**src/rtl/ckpt_rf_pkg.sv**
```systemverilog
package ckpt_rf_pkg;

  typedef enum logic [1:0] {
    OP_HOLD    = 2'd0,
    OP_COMMIT  = 2'd1,
    OP_RESTORE = 2'd2
  } ckpt_op_e;

  // Restore outranks checkpoint when both pulses coincide.
  function automatic ckpt_op_e resolve_op(input logic take_ckpt, input logic restore);
    if (restore)        return OP_RESTORE;
    else if (take_ckpt) return OP_COMMIT;
    else                return OP_HOLD;
  endfunction

endpackage

```
**src/rtl/ckpt_rf_ctrl.sv**
```systemverilog
module ckpt_rf_ctrl
  import ckpt_rf_pkg::*;
(
  input  logic commit,
  input  logic rollback,
  output logic commit_fire,
  output logic restore_fire
);

  ckpt_op_e op;

  always_comb begin
    op           = resolve_op(commit, rollback);
    commit_fire  = (op == OP_COMMIT);
    restore_fire = (op == OP_RESTORE);
  end

endmodule

```
**src/rtl/ckpt_rf_cell.sv**
```systemverilog
module ckpt_rf_cell #(
  parameter int DW = 16
) (
  input  logic          clk,
  input  logic          rst_n,
  input  logic          wr_hit,
  input  logic [DW-1:0] wr_data,
  input  logic          commit_fire,
  input  logic          restore_fire,
  output logic [DW-1:0] work_q,
  output logic [DW-1:0] shad_q
);

  logic [DW-1:0] work_next;

  assign work_next = wr_hit ? wr_data : work_q;

  always_ff @(posedge clk or negedge rst_n) begin
    if (!rst_n) begin
      work_q <= '0;
      shad_q <= '0;
    end else if (restore_fire) begin
      work_q <= shad_q;
    end else begin
      work_q <= work_next;
      if (commit_fire) shad_q <= work_next;
    end
  end

endmodule

```
**src/rtl/ckpt_rf_rdport.sv**
```systemverilog
module ckpt_rf_rdport #(
  parameter int NREGS = 8,
  parameter int DW    = 16,
  parameter int AW    = 3
) (
  input  logic [NREGS*DW-1:0] work_flat,
  input  logic [AW-1:0]       rd_addr,
  input  logic                wr_en,
  input  logic [AW-1:0]       wr_addr,
  input  logic [DW-1:0]       wr_data,
  output logic                bypass_hit,
  output logic [DW-1:0]       rd_data
);

  logic [DW-1:0] stored;

  always_comb begin
    stored = '0;
    for (int i = 0; i < NREGS; i++) begin
      if (rd_addr == AW'(i)) stored = work_flat[i*DW +: DW];
    end
  end

  assign bypass_hit = wr_en && (wr_addr == rd_addr);
  assign rd_data    = bypass_hit ? wr_data : stored;

endmodule

```
**src/rtl/ckpt_shadow_rf.sv**
```systemverilog
module ckpt_shadow_rf #(
  parameter int NREGS = 8,
  parameter int DW    = 16,
  parameter int AW    = (NREGS > 1) ? $clog2(NREGS) : 1
) (
  input  logic          clk,
  input  logic          rst_n,
  input  logic [AW-1:0] rd_addr_a,
  output logic [DW-1:0] rd_data_a,
  input  logic [AW-1:0] rd_addr_b,
  output logic [DW-1:0] rd_data_b,
  input  logic          wr_en,
  input  logic [AW-1:0] wr_addr,
  input  logic [DW-1:0] wr_data,
  input  logic          commit,
  input  logic          rollback
);

  localparam int FLATW = NREGS * DW;

  logic             commit_fire;
  logic             restore_fire;
  logic [NREGS-1:0] wr_hit;
  logic [FLATW-1:0] work_flat;
  logic [FLATW-1:0] shad_flat;
  logic             bypass_a;
  logic             bypass_b;

  ckpt_rf_ctrl u_ctrl (
    .commit       (commit),
    .rollback     (rollback),
    .commit_fire  (commit_fire),
    .restore_fire (restore_fire)
  );

  for (genvar g = 0; g < NREGS; g++) begin : g_reg
    assign wr_hit[g] = wr_en && (wr_addr == AW'(g));

    ckpt_rf_cell #(.DW(DW)) u_cell (
      .clk          (clk),
      .rst_n        (rst_n),
      .wr_hit       (wr_hit[g]),
      .wr_data      (wr_data),
      .commit_fire  (commit_fire),
      .restore_fire (restore_fire),
      .work_q       (work_flat[g*DW +: DW]),
      .shad_q       (shad_flat[g*DW +: DW])
    );
  end

  ckpt_rf_rdport #(.NREGS(NREGS), .DW(DW), .AW(AW)) u_rd_a (
    .work_flat  (work_flat),
    .rd_addr    (rd_addr_a),
    .wr_en      (wr_en),
    .wr_addr    (wr_addr),
    .wr_data    (wr_data),
    .bypass_hit (bypass_a),
    .rd_data    (rd_data_a)
  );

  ckpt_rf_rdport #(.NREGS(NREGS), .DW(DW), .AW(AW)) u_rd_b (
    .work_flat  (work_flat),
    .rd_addr    (rd_addr_b),
    .wr_en      (wr_en),
    .wr_addr    (wr_addr),
    .wr_data    (wr_data),
    .bypass_hit (bypass_b),
    .rd_data    (rd_data_b)
  );

endmodule

```
**config.mk**
```make
export PLATFORM = sky130hd
export DESIGN_NAME = ckpt_shadow_rf
export DESIGN_NICKNAME = d
export VERILOG_FILES = /design/src/rtl/ckpt_rf_pkg.sv /design/src/rtl/ckpt_rf_ctrl.sv /design/src/rtl/ckpt_rf_cell.sv /design/src/rtl/ckpt_rf_rdport.sv /design/src/rtl/ckpt_shadow_rf.sv
export SDC_FILE = /design/constraint.sdc
export NUM_CORES = 1
export LEC_CHECK = 0
export ABC_CLOCK_PERIOD_IN_PS = 1800
export CORE_MARGIN = 2
export CORE_UTILIZATION = 55
export DETAILED_ROUTE_END_ITERATION = 8
export PLACE_DENSITY_LB_ADDON = 0.2
export SYNTH_ARGS = -nofsm -noshare
export SYNTH_HDL_FRONTEND = slang
export SYNTH_SLANG_ARGS = --single-unit
```
**constraint.sdc**
```tcl
create_clock -name clk -period 1.8 [get_ports clk]
set_input_delay 0.27 -clock clk [delete_from_list [all_inputs] [get_ports clk]]
set_output_delay 0.27 -clock clk [all_outputs]
set_load 0.01 [all_outputs]
```
Word level (Yosys, flattened, before mapping)
Index checks and enable logic that the tools add are counted.

word-level totals
  bits in registers = 256
  logic and storage cells = 92

cells by class
  eq/ne operators = 25
  multiplexer cells = 36
  bitwise logic cells = 1
  reduce and logical (&&, ||, !) cells = 14

operators with widths
  kind                                           number
  2-to-1 mux 16 bit                              34
  == test 3 bit, second input constant           12
  == test 3 x 2 -> 1 bit, second input constant  6
  logical AND 1 bit                              10
  == test 3 x 1 -> 1 bit, second input constant  3
  zero test 3 bit                                3
  == test 3 bit                                  2
  == test 2 x 1 -> 1 bit, second input constant  1
  == test 2 bit, second input constant           1
  2-to-1 mux 2 bit                               1
  AND reduction 2 bit                            1
  2-to-1 mux 1 bit                               1
  inverter 1 bit                                 1

Logic depth before layout (Yosys ltp)
  depth after elaboration = 10
  mapped depth = 7
  gate-level depth less buffers = 5

Modules after synthesis
From an unflattened synthesis, not the netlist that was laid out.

unflattened totals
  cells, all modules = 1064
  area, all modules = 14843.0 µm²

by module, submodules not included
  module          times used  cells each  area each (µm²)  seq. area each (µm²)
  ckpt_rf_cell    8           87          1491.4           800.8
  ckpt_rf_rdport  2           179         1402.6           0.0
  ckpt_shadow_rf  1           8           96.3             0.0
  ckpt_rf_ctrl    1           2           10.0             0.0

Least setup slack after synthesis
OpenSTA, ideal clock, no wires.

  kind = in2out
  start = input rd_addr_b[1]
  end = output rd_data_b[14]
  data arrival time = 1618 ps
  required time = 1530 ps
  path slack = -88 ps
  stages = 6
  cells stage by stage = clkbuf_1 -> clkbuf_1 -> mux2_2 -> o22ai_1 -> a21oi_1 -> mux2_2

between the ends
  cells in the longest elaborated chain, start to end = 10

RTL lines
  element                         line                  text
  start, declared                 ckpt_shadow_rf.sv:10  input logic [AW-1:0] rd_addr_b,
  zero test 3 bit                 ckpt_rf_rdport.sv:20  if (rd_addr == AW'(i)) stored = work_flat[i*DW +: DW];
  2-to-1 mux 16 bit (8 in a row)  ckpt_rf_rdport.sv:20
  2-to-1 mux 16 bit *             ckpt_rf_rdport.sv:25  assign rd_data = bypass_hit ? wr_data : stored;
  end, declared                   ckpt_shadow_rf.sv:11  output logic [DW-1:0] rd_data_b,

Every way passes the cells marked *; elsewhere a longest branch is shown, timed or not.

Worst setup path in the final report
  start = register g_reg[6].u_cell.work_q[1]
  end = output rd_data_a[1]

between the ends
  cells in the longest elaborated chain, start to end = 3

RTL lines
  element                         line                  text
  start, declared                 ckpt_rf_cell.sv:10    output logic [DW-1:0] work_q,
  start signal, assigned          ckpt_rf_cell.sv:23    work_q <= shad_q;
  start signal, assigned          ckpt_rf_cell.sv:25    work_q <= work_next;
  2-to-1 mux 16 bit (2 in a row)  ckpt_rf_rdport.sv:20
  2-to-1 mux 16 bit               ckpt_rf_rdport.sv:25
  end, declared                   ckpt_shadow_rf.sv:9   output logic [DW-1:0] rd_data_a,

Every way passes these cells.

==> impl_results.md <==
- Status: finished with violations
- Failing checks: setup timing
- Sequential share of the synthesized area: 45.2%
- Max cap viols: 0
- Clk network pwr share: 21.5%
- Crit Path Max Fanout: 3
- I/O pin cnt: 62
- Switching pwr: 7960 uW
- Core Rows: 58
- Pin count of the biggest net entering global routing: 88
- P_leak: 0.00817 uW
- P_int: 17800 uW
- Core area: 25300 um^2
- Main flop type after synthesis: dfrtp_1
- Final slew viol count: 0
- Placed cells: 1598
- Top-area cell type share of the netlist area: 45.2%
- Setup crit start kind: flop
- Synth area leader: dfrtp_1
- Drt drc: 0
- Fraction of layout cells with a size suffix above 1: 61.1%
- Most common cell in the netlist: mux2_2
- Remaining Overflow, GRT: 0
- Total Power: 25800 uW
- Worst hold path class: primary input to asynchronous set/reset pin
- Top cells by area, synth: dfrtp_1 (45%), mux2_2 (29%), mux2i_1 (2.3%), mux4_2 (2.2%), mux2_4 (2.1%)
- Clock Path Buffers: 3
- GP Congestion: 0.873
- Die outline width: 164 um
- Final setup fails: 32
- Seq cells post-synth: 256
- Worst EP required: 1.53 ns
- 1st-iter DRT viols: 947
- ANT cells: 0
- Initial antenna violation count: 0
- Tmin final: 2.23 ns
- Total number of vias: 10300
- TritonCTS buffer count: 28
- Tot GR Track Use: 29.8%
- CTS clk-pin slew, worst paths: 0.06 ns
- H-tree levels: 1
- Gate power share: 38.6%
- Worst-skew pair later-pin latency: 0.56 ns
- Die Area: 27000 um^2
- Net Sw Frac: 30.9%
- Max-slew headroom: 58.9%
- Synth async-reset ratio: 100%
- First-pass GRT wire length: 61200 um
- Yosys cell types: 41
- Setup TNS: -10.33 ns
- Peak supply drop: 981 uV
- Yosys warning total: 0
- Slew @ Worst Pin: 0.616 ns
- Synthesized area: 14200 um^2
- Clk sinks: 256
- Seq pwr share: 39.8%
- Post-Syn Instances: 1122
- TritonCTS clock tree: yes
- Final Core Density: 71.8%
- Final worst slack: -0.428 ns
- Layout area overhead: 28.1%
- Mean Syn Cell Area: 12.6 um^2
- RSZ-0062 raised after global routing: yes
- Vias in the first global route: 10900
- Starting Density: 56.1%
- PortBufs: 61
- DRT Pass-1 Iters: 5
- Flop2flop setup slack: 0.51 ns
- Number of antenna-violating nets in the routed design: 0
- Vias per cell: 6.13
- Clock skew: 0.0212 ns
- Fillers: 1701
- Crit path kind: flop to primary output
- Achievable frequency: 0.449 GHz
- Pwr/cell area: 1420 nW/um^2
- Arrival time at the worst endpoint: 1.96 ns
- Routed length per instance: 23.6 um
- Top cells by count, synth: mux2_2 (367), dfrtp_1 (256), nor2_1 (50)
- Fin crit share: 124%
- Drt total wl: 39800 um
- EDFF count, synth: 0
- CP endpoint kind: primary output
- Final hold viol count: 0
- Post-route insts no fill: 1683
- Final net count: 1362
- Syn Nets: 1152
- Root Buffer: clkbuf_16
- Chip Height: 164 um
- Hpwl dp: 25000 um
-- through the flow --
stage,setup WS (ns),hold slack [ns],instance area [um^2]
after floorplan,0.000898,-0.0256,14200
after global placement,-0.834,0.143,16200
after detailed placement,-0.883,0.140,16200
after CTS,-0.432,0.143,17800
after global routing,-0.511,0.162,18100
final,-0.428,0.149,18100
-- per-layer routing --
layer	up-vias	part of all wire (%)	GRT usage, %
li1	4541	-	-
met3	117	6.3	5.05
met1	5257	43	40.3
met2	405	47	48.8
met5	-	0	0
met4	0	3.8	10.7
-- kinds of logic (layout without fill, tap and decap cells) --
logic type,Yosys count,count (layout),synth area share (%)
AO/OA/AOI/OAI,163,163,7.25
XOR/XNOR,6,6,0.371
buffers and inverters,102,333,4.82
flip-flops,256,256,45.2
multiplexers,443,443,36.6
AND/OR/NAND/NOR,152,152,5.73
-- final timing paths --
path | startpoint | end | depth (start not counted)
worst max-delay path | g_reg[6].u_cell.work_q[1] | rd_data_a[1] | 7
worst min-delay path | rst_n | g_reg[5].u_cell.shad_q[8] | 2
worst max register to register | g_reg[6].u_cell.work_q[5] | g_reg[6].u_cell.work_q[5] | 4
worst min register to register | g_reg[0].u_cell.shad_q[2] | g_reg[0].u_cell.work_q[2] | 1
max in group asynchronous | rst_n | g_reg[0].u_cell.work_q[14] | 3
min in group clk | rollback | g_reg[3].u_cell.shad_q[12] | 3
-- worst max-delay path: stages (launching register included) --
cell      delay, ns
dfrtp_1        0.36
buf_4          0.12
nor2_1         0.05
nor3_2         0.20
o221ai_1       0.15
a31oi_1        0.25
buf_4          0.18
buf_6          0.10
-- state kept, by name, indices dropped and copies added (netlist names) --
register         cells
g.u_cell.shad_q    128
g.u_cell.work_q    128
-- placed cells by master (no fill, tap or decap), types with 4 or more instances in the layout --
cell	count
a21oi_1	19
a21oi_2	22
a21oi_4	6
a31oi_1	15
a31oi_2	8
a31oi_4	4
buf_12	29
buf_2	29
buf_4	181
buf_6	15
clkbuf_1	10
clkbuf_16	28
clkbuf_8	7
clkdlybuf4s50_1	18
clkinv_2	4
dfrtp_1	255
mux2_1	10
mux2_2	363
mux2_4	24
mux2i_1	30
mux4_2	14
nand2_1	38
nand2b_1	7
nand2b_4	18
nor2_1	43
nor2_2	4
nor3_2	14
nor3_4	9
o211ai_1	6
o21a_1	10
o21ai_0	16
o21ai_1	7
o21ai_2	5
o21bai_1	16
o21bai_2	5
o221ai_1	6
o221ai_2	13
xnor2_1	6
-- layout make-up --
| cell class | count | area [um^2] | area share, % |
|---|---|---|---|
| timing repair buffer | 281 | 2590 | 14.3 |
| multi-input combinational | 764 | 7850 | 43.3 |
| sequential | 256 | 6410 | 35.3 |
| tap | 330 | 413 | 2.28 |
| inverter | 1 | 3.75 | 0.0207 |
| clock buffer | 45 | 835 | 4.60 |
| clock inverter | 6 | 45.0 | 0.248 |
-- what timing repair did --
item,4_1_cts,5_1_grt
hold endpoints to repair,256,0
cloned,3,0
setup endpoints to repair,37,32
buffers inserted,21,12
pin swaps,71,48
resized for setup,248,57
hold buffers,1,0
-- power by group through the flow --
stage | Combinational, uW | Sequential (uW) | Clock, uW
after CTS | 9520 | 10200 | 5630
after floorplan | 5960 | 9700 | 0
final | 9950 | 10300 | 5550
after detailed placement | 8840 | 10200 | 0
after global routing | 10700 | 10600 | 5860
after global placement | 8580 | 10100 | 0
No activity file was read; power rests on OpenSTA's default activity.
